[src/rtl/spiRegPkg.sv]
package spiRegPkg;
  localparam int ADDR_W    = 6;
  localparam int BYTE_W    = 8;
  localparam int REG_COUNT = 1 << ADDR_W;
  localparam int CNT_W     = $clog2(BYTE_W);

  typedef enum logic [1:0] {
    PH_HDR  = 2'd0,
    PH_WR   = 2'd1,
    PH_RD   = 2'd2,
    PH_DONE = 2'd3
  } phaseT;

  typedef struct packed {
    logic               ldStatus;
    logic               ldRead;
    logic               shift;
    logic               wrEn;
    logic [ADDR_W-1:0]  addr;
    logic [BYTE_W-1:0]  wrData;
  } strobeT;
endpackage

[src/rtl/spiRegCtrl.sv]
module spiRegCtrl
  import spiRegPkg::*;
#(
  parameter int SyncStages = 2
) (
  input  logic   clk,
  input  logic   rstN,
  input  logic   sclkIn,
  input  logic   csnIn,
  input  logic   siIn,
  output strobeT strb,
  output logic   soEn,
  output logic   csActive,
  output logic   csStart,
  output logic   sclkRise,
  output logic   sclkFall,
  output logic   hdrPhase
);
  localparam int LAST = SyncStages - 1;

  logic [SyncStages-1:0] sclkSh, csnSh, siSh;
  logic sclkQ, csActQ, soEnQ, burstQ;
  logic [CNT_W-1:0]  bitCnt;
  logic [BYTE_W-1:0] shIn;
  logic [ADDR_W-1:0] addrQ;
  phaseT phase;

  always_ff @(posedge clk or negedge rstN) begin
    if (!rstN) begin
      sclkSh <= '0;
      csnSh  <= '1;
      siSh   <= '0;
      sclkQ  <= 1'b0;
      csActQ <= 1'b0;
    end else begin
      sclkSh <= {sclkSh[LAST-1:0], sclkIn};
      csnSh  <= {csnSh[LAST-1:0], csnIn};
      siSh   <= {siSh[LAST-1:0], siIn};
      sclkQ  <= sclkSh[LAST];
      csActQ <= ~csnSh[LAST];
    end
  end

  logic [BYTE_W-1:0] byteIn;
  logic byteDone, byteEdge;

  always_comb begin
    csActive = ~csnSh[LAST];
    csStart  = csActive & ~csActQ;
    sclkRise = csActive & sclkSh[LAST] & ~sclkQ;
    sclkFall = csActive & ~sclkSh[LAST] & sclkQ;
    byteIn   = {shIn[BYTE_W-2:0], siSh[LAST]};
    byteDone = sclkRise && (bitCnt == CNT_W'(BYTE_W - 1));
    byteEdge = sclkFall && (bitCnt == '0);
  end

  always_ff @(posedge clk or negedge rstN) begin
    if (!rstN) begin
      phase  <= PH_HDR;
      bitCnt <= '0;
      shIn   <= '0;
      addrQ  <= '0;
      burstQ <= 1'b0;
      soEnQ  <= 1'b0;
    end else if (!csActive) begin
      phase  <= PH_HDR;
      bitCnt <= '0;
      soEnQ  <= 1'b0;
    end else begin
      soEnQ <= (phase != PH_DONE);
      if (sclkRise) begin
        shIn   <= byteIn;
        bitCnt <= bitCnt + CNT_W'(1);
      end
      if (byteDone) begin
        unique case (phase)
          PH_HDR: begin
            addrQ  <= byteIn[ADDR_W-1:0];
            burstQ <= byteIn[BYTE_W-2];
            phase  <= byteIn[BYTE_W-1] ? PH_RD : PH_WR;
          end
          PH_WR, PH_RD: begin
            if (burstQ) addrQ <= addrQ + ADDR_W'(1);
            else        phase <= PH_DONE;
          end
          default: ;
        endcase
      end
    end
  end

  always_comb begin
    strb.wrEn     = byteDone && (phase == PH_WR);
    strb.wrData   = byteIn;
    strb.addr     = addrQ;
    strb.ldStatus = csStart || (byteEdge && (phase == PH_WR));
    strb.ldRead   = byteEdge && (phase == PH_RD);
    strb.shift    = sclkFall && !strb.ldStatus && !strb.ldRead;
    soEn          = soEnQ;
    hdrPhase      = (phase == PH_HDR);
  end
endmodule

[src/rtl/spiRegData.sv]
module spiRegData
  import spiRegPkg::*;
(
  input  logic              clk,
  input  logic              rstN,
  input  strobeT            strb,
  input  logic              readyN,
  input  logic [2:0]        stateCode,
  input  logic [3:0]        statusLow,
  input  logic [ADDR_W-1:0] cfgRdAddr,
  output logic [BYTE_W-1:0] cfgRdData,
  output logic              soOut
);
  logic [BYTE_W-1:0] bank [REG_COUNT];
  logic [BYTE_W-1:0] outSr;

  always_ff @(posedge clk or negedge rstN) begin
    if (!rstN) begin
      for (int i = 0; i < REG_COUNT; i++) bank[i] <= '0;
    end else if (strb.wrEn) begin
      bank[strb.addr] <= strb.wrData;
    end
  end

  always_ff @(posedge clk or negedge rstN) begin
    if (!rstN)             outSr <= '0;
    else if (strb.ldStatus) outSr <= {readyN, stateCode, statusLow};
    else if (strb.ldRead)   outSr <= bank[strb.addr];
    else if (strb.shift)    outSr <= {outSr[BYTE_W-2:0], 1'b0};
  end

  assign cfgRdData = bank[cfgRdAddr];
  assign soOut     = outSr[BYTE_W-1];
endmodule

[src/rtl/spiRegSlave.sv]
module spiRegSlave
  import spiRegPkg::*;
#(
  parameter int SyncStages = 2
) (
  input  logic        clk,
  input  logic        rstN,
  input  logic        sclkIn,
  input  logic        csnIn,
  input  logic        siIn,
  output logic        soOut,
  output logic        soEn,
  input  logic        readyN,
  input  logic [2:0]  stateCode,
  input  logic [3:0]  statusLow,
  input  logic [5:0]  cfgRdAddr,
  output logic [7:0]  cfgRdData
);
  strobeT strb;
  logic csActive, csStart, sclkRise, sclkFall, hdrPhase, wrEnTap;

  spiRegCtrl #(.SyncStages(SyncStages)) ctrl_i (
    .clk(clk), .rstN(rstN), .sclkIn(sclkIn), .csnIn(csnIn), .siIn(siIn),
    .strb(strb), .soEn(soEn), .csActive(csActive), .csStart(csStart),
    .sclkRise(sclkRise), .sclkFall(sclkFall), .hdrPhase(hdrPhase)
  );

  spiRegData data_i (
    .clk(clk), .rstN(rstN), .strb(strb), .readyN(readyN),
    .stateCode(stateCode), .statusLow(statusLow),
    .cfgRdAddr(cfgRdAddr), .cfgRdData(cfgRdData), .soOut(soOut)
  );

  assign wrEnTap = strb.wrEn;
endmodule

[config.mk]
export PLATFORM = sky130hd
export DESIGN_NAME = spiRegSlave
export DESIGN_NICKNAME = d
export VERILOG_FILES = /design/src/rtl/spiRegPkg.sv /design/src/rtl/spiRegCtrl.sv /design/src/rtl/spiRegData.sv /design/src/rtl/spiRegSlave.sv
export SDC_FILE = /design/constraint.sdc
export NUM_CORES = 1
export LEC_CHECK = 0
export BUFFER_PORTS_ARGS = -buffer_cell sky130_fd_sc_hd__buf_2
export CAP_MARGIN = 20
export CORE_MARGIN = 2
export CORE_UTILIZATION = 60
export CTS_BUF_LIST = sky130_fd_sc_hd__clkbuf_16
export DETAILED_ROUTE_END_ITERATION = 10
export PLACE_DENSITY = 0.84
export SYNTH_ARGS = -nofsm -noshare
export SYNTH_HDL_FRONTEND = slang
export SYNTH_SLANG_ARGS = --single-unit
[constraint.sdc]
create_clock -name clk -period 3.8 [get_ports clk]
set_input_delay 0.38 -clock clk [delete_from_list [all_inputs] [get_ports clk]]
set_output_delay 0.38 -clock clk [all_outputs]
set_load 0.01 [all_outputs]
[Word level (Yosys, flattened, before mapping)]
Index checks and enable logic that the tools add are counted.
Widths: inputs -> output; s select.
Storage, ports and cells
  flip-flop bits (word level): 548
Operators by class
  add/subtract/negate cells: 2
  $lt $le $gt $ge: 3
  equal/unequal tests: 6
  multiplexer cells: 22
  bitwise gates (word level): 11
  reduce and logical (&&, ||, !) cells: 23
Operator list (count)
  $bwmux 512: 1
  $bmux 8 s6: 2
  $mux 8: 8
  $demux 8 s6: 1
  $ge 7x7->1 const B: 2
  $not 6->7: 2
  $pmux 6 s2: 1
  $logic_and 1x1->1: 8
  $mux 2: 4
  $lt 7x1->1 const B: 1
  $add 6x1->6 const B: 1
  $mux 3: 2
  $mux 6: 1
  $reduce_and 3->1: 2
  $reduce_bool 2->1: 3
  $reduce_bool 3->1: 2
  $and 1x1->1: 5
  $not 1->1: 4
  $pmux 2 s2: 1
  $reduce_and 4->1: 1
  $add 3x1->3 const B: 1
  $eq 3x3->1 const B: 1
  $logic_not 3->1: 1
  $ne 3x2->1 const B: 1
  other kinds (10): 11

[Depth between registers and ports, before layout]
  depth in word-level cells: 12
  gate-level depth with buffers: 11
  mapped depth without buffers: 8

[Modules after synthesis]
From an unflattened synthesis, not the netlist that was laid out.
Second synthesis, totals
  cell total of the unflattened synthesis: 2180
  area, all modules: 29603.4 sq um
By module, submodules not included
  spiRegData: times used 1, cells an instance 2059, area an instance 28204.6 sq um, seq. area each 13012.5 sq um
  spiRegCtrl: times used 1, cells an instance 121, area an instance 1398.8 sq um, seq. area each 703.2 sq um

[Worst setup path before layout]
OpenSTA, ideal clock, no wires.
  path kind: input to output
  start: in cfgRdAddr[0]
  end: out cfgRdData[6]
  data arrival time: 2.242 ns
  data required time: 3.420 ns
  setup slack: 1.178 ns
  stages on the path: 5
  path buffers: 2
  path through: buf_2 buf_2 mux4_2 mux4_2 a221o_1
Between the ends
  cells in the longest elaborated chain, start to end: 4
RTL lines
  start: declaration: RTL line spiRegSlave.sv:16  | input logic [5:0] cfgRdAddr,
  $not 6->7 (not written as such): RTL line spiRegData.sv:32  | assign cfgRdData = bank[cfgRdAddr];
  $bmux 8 s6: RTL line spiRegData.sv:32
  $mux 8 (not written as such) (2 in a row): RTL line spiRegData.sv:32
  end: declaration: RTL line spiRegSlave.sv:17  | output logic [7:0] cfgRdData
Every way passes these cells. The select of a mux whose other input is x is not followed.

[Worst setup path in the final report]
  start: reg ctrl_i.addrQ[0]
  end: reg data_i.outSr[7]
Between the ends
  cells in the longest elaborated chain, start to end: 6
RTL lines
  start: declaration: RTL line spiRegCtrl.sv:25  | logic [ADDR_W-1:0] addrQ;
  start signal: assignment: RTL line spiRegCtrl.sv:78  | addrQ <= byteIn[ADDR_W-1:0];
  start signal: assignment: RTL line spiRegCtrl.sv:83  | if (burstQ) addrQ <= addrQ + ADDR_W'(1);
  $not 6->7 (not written as such): RTL line spiRegData.sv:28  | else if (strb.ldRead) outSr <= bank[strb.addr];
  $bmux 8 s6: RTL line spiRegData.sv:28
  $mux 8 (not written as such) (2 in a row): RTL line spiRegData.sv:28
  $mux 8: RTL line spiRegData.sv:28
  $mux 8: RTL line spiRegData.sv:27  | else if (strb.ldStatus) outSr <= {readyN, stateCode, statusLow};
  end signal: assignment: RTL line spiRegData.sv:27
  end signal: assignment: RTL line spiRegData.sv:28
  end signal: assignment: RTL line spiRegData.sv:29  | else if (strb.shift) outSr <= {outSr[BYTE_W-2:0], 1'b0};
  end: declaration: RTL line spiRegData.sv:15  | logic [BYTE_W-1:0] outSr;
Every way passes these cells. The select of a mux whose other input is x is not followed.
A chain may end at the register's enable or synchronous reset.

==> impl_metrics.yaml <==
timing:
  slew_headroom_pct: 21.3
  hold_viol_final: 0
  tightest_slew_ps: 1180
  finalCritPeriodShare_pct: 95.5
  slew_viol_final: 0
  rsz0062_at_grt: "no"
  clock_skew_ps: 26.3
  tns_ps: 0
  period_minus_slack_ps: 3630
  setup_viol: 0
  timing.fmax_ghz: 0.276
cells_and_area:
  fillCellCount: 3292
  nets: 2149
  drive_gt1_share_pct: 46.0
  fin_area_mm2: 0.0327
  syn2layout_area_growth_pct: 10.6
worst_setup_path:
  crit_family: "compound AO/OA/AOI/OAI gates"
  crit_fanout: 43
  rrSetupSlack_ps: 170
  cp-startpoint: "ctrl_i.addrQ[0]"
  ff2ff_path_depth: 7
  worstPathRequired_ps: 4280
  cp_slowest_stage_delay_ps: 960
  worstSetupPathType: "reg -> reg"
  setup.worst_path.end_class: "flop"
  reg2reg_to: "data_i.outSr[7]"
  critPathBufInv: 1
  arrival_ps: 4110
  reg2reg_from: "ctrl_i.addrQ[0]"
  cpMaxStageDelayCell: "dfrtp_4"
  cp_cell_sequence: "buf_12, mux2_1, a221o_1, a32oi_1, nor2_1, a2111oi_0, a21oi_1"
  cp-start-kind: "flop"
synth:
  yosys.area.top_type: "dfrtp_1"
  yosys_warnings: 0
  synth-seq-cells: 548
  ys.flop_type: "dfrtp_1"
  ys_types: 71
  synth_commonest_cells: "dfrtp_1 (546), mux2_2 (486), mux4_2 (192)"
  synthCells: 2093
  syn_area_per_cell_um2: 14.1
  yosysTopAreaCellShare_pct: 46.2
  yosysSeqAreaShare_pct: 46.4
  ys_top_cells_by_area: "dfrtp_1 (46%), mux2_2 (19%), mux4_2 (15%), mux2i_1 (3.1%), mux2_1 (2.5%)"
  async_reset_ff_share_pct: 100
  syn-num-nets: 2121
  synth_area_mm2: 0.0296
  synth-edff-count: 0
  yosysMostFrequentCell: "dfrtp_1"
hold_path:
  min_path_type: "in -> reg"
  holdPathStages: 3
  min_to: "data_i.outSr[6]"
  hp-start: "stateCode[2]"
pwr:
  leakage_uw: 0.0147
  p_int_uw: 9330
  p_clk_share_pct: 43.5
  p_per_area_mw_per_mm2: 390
  ir_drop_v: 0.000362
  p_seq_share_pct: 48.2
  p_sw_uw: 3410
  swShare_pct: 26.8
  pwr-share-comb_pct: 8.4
grt:
  grt_pass1_vias: 21000
  gr-total-overflow: 0
  grt_use_total_pct: 37.5
  grt_pass1_wl_um: 139000
  antenna_found_initial: 5
  grt_max_degree: 95
route:
  viasPerCell: 7.42
  wl_per_cell_um: 32.8
  vias: 21000
  drt_iter0_drc: 2712
  drc_errors: 0
  dr.pass1.iters: 6
  wirelength_um: 92700
  antenna_left: 0
clocking:
  clockRootBuffer: "clkbuf_16"
  tritoncts: "done"
  clock_path_buffers: 3
  cts-buffers-inserted: 56
  clock_latency_ps: 630
  cts_htree_levels: 2
  clkTransAtPathRegs_ps: 60
  numClockSinks: 548
  post_cts_buffers: 0
placement:
  placed_cell_area_mm2: 0.0308
  dp_hpwl_um: 62600
  gp_congestion: 0.999
  io_buffers: 28
die:
  start_util_pct: 60.6
  rows: 81
  fp.dieH_um: 226
  coreArea_mm2: 0.0488
  fp.dieW_um: 226
  io_pins: 29
  die_area_mm2: 0.0511
status:
  status: "complete, no violations"
run:
  maxCapViolCount: 0
==> flip-flops by register name, summed over array words and instances (netlist names) <==
register	cells
ctrl_i.addrQ	6
ctrl_i.bitCnt	3
ctrl_i.burstQ	1
ctrl_i.csActQ	1
ctrl_i.csnSh	2
ctrl_i.phase	2
ctrl_i.sclkQ	1
ctrl_i.sclkSh	2
ctrl_i.shIn	7
ctrl_i.siSh	2
ctrl_i.soEn	1
data_i.bank	512
data_i.outSr	8
==> routing by layer <==
metal  wire, um  up-vias  track usage [%]  part of all wire (%)
li1           -     8151                -                     -
met5         69        -            0.391                 0.074
met1      33700    10900             49.5                    36
met4       6920        8             24.3                   7.5
met3      11400      394             11.7                    12
met2      40600     1554             53.8                    44
==> cell families (layout without fill, tap and decap cells) <==
logic type               Yosys count  after routing  synth area share [%]
buffers and inverters            179            249                  2.77
flip-flops                       548            548                  46.4
AND/OR/NAND/NOR                  257            257                  5.28
adder cells (fa/ha/maj)            9              9                 0.381
XOR/XNOR                           1              1                0.0296
AO/OA/AOI/OAI                    262            262                  6.38
other                              0              3                     0
multiplexers                     837            837                  38.8
==> metrics by stage <==
stage	utilization, %	worst slack [ps]	power (uW)	hold slack [ps]	cells
after global placement	63.1	389	7160	333	2720
after global routing	66.9	103	13100	93.8	2827
final	67.0	171	12700	67.6	2830
after CTS	66.9	306	12700	70.6	2826
after detailed placement	63.1	314	7240	339	2722
after floorplan	-	1180	6680	84.4	2093
==> power by group through the flow <==
| stage | Clock (uW) | Combinational, uW | Sequential [uW] |
|---|---|---|---|
| floorplan | 0 | 656 | 6020 |
| global route | 5810 | 1120 | 6150 |
| global placement | 0 | 779 | 6380 |
| CTS | 5550 | 961 | 6190 |
| finish | 5540 | 1070 | 6140 |
| detailed placement | 0 | 955 | 6290 |
==> placed cells by master, fill, tap and decap left out, types with 14 or more instances in the layout <==
cell type and instances:
nor2_2 54, o21ai_0 25, nor2_1 41, o22ai_1 40
mux4_2 192, a21oi_1 39, mux2i_1 93, buf_4 84
clkbuf_16 57, a22oi_1 41, clkinv_1 15, buf_12 20
dfrtp_1 535, a221oi_1 43, nand3_1 22, inv_1 18
mux2_1 66, nand2b_1 16, clkinv_2 14, mux2_2 486
nand2_1 46, buf_2 25
==> worst reg2reg max path: stages (launching register included) <==
cell and delay (ps):
dfrtp_4 960, buf_12 360, mux2_1 380, a221o_1 290
a32oi_1 340, nor2_1 180, a2111oi_0 800, a21oi_1 180
==> worst max-delay path by stage <==
stage                      end  slack [ps]  cells past startpoint
3_5_place_dp   data_i.outSr[3]         310                      7
3_3_place_gp   data_i.outSr[7]         390                      7
4_1_cts        data_i.outSr[3]         310                      7
2_1_floorplan     cfgRdData[6]        1180                      5
5_1_grt        data_i.outSr[3]         100                      7
6_report       data_i.outSr[7]         170                      7
==> area by class of cell <==
type                       count  area (um^2)  area share [%]
sequential                   548        13700            42.0
clock inverter                43          370            1.13
antenna                        3         7.51          0.0230
inverter                      13         48.8           0.149
multi-input combinational   1366        15100            46.0
clock buffer                  57         1430            4.36
tap                          664          831            2.54
timing repair buffer         136         1240            3.78
==> what timing repair did <==
item,4_1_cts,5_1_grt
resized for setup,0,0
hold buffers,4,0
hold endpoints to repair,90,0
Note: power is estimated with default switching activity, not from simulation.
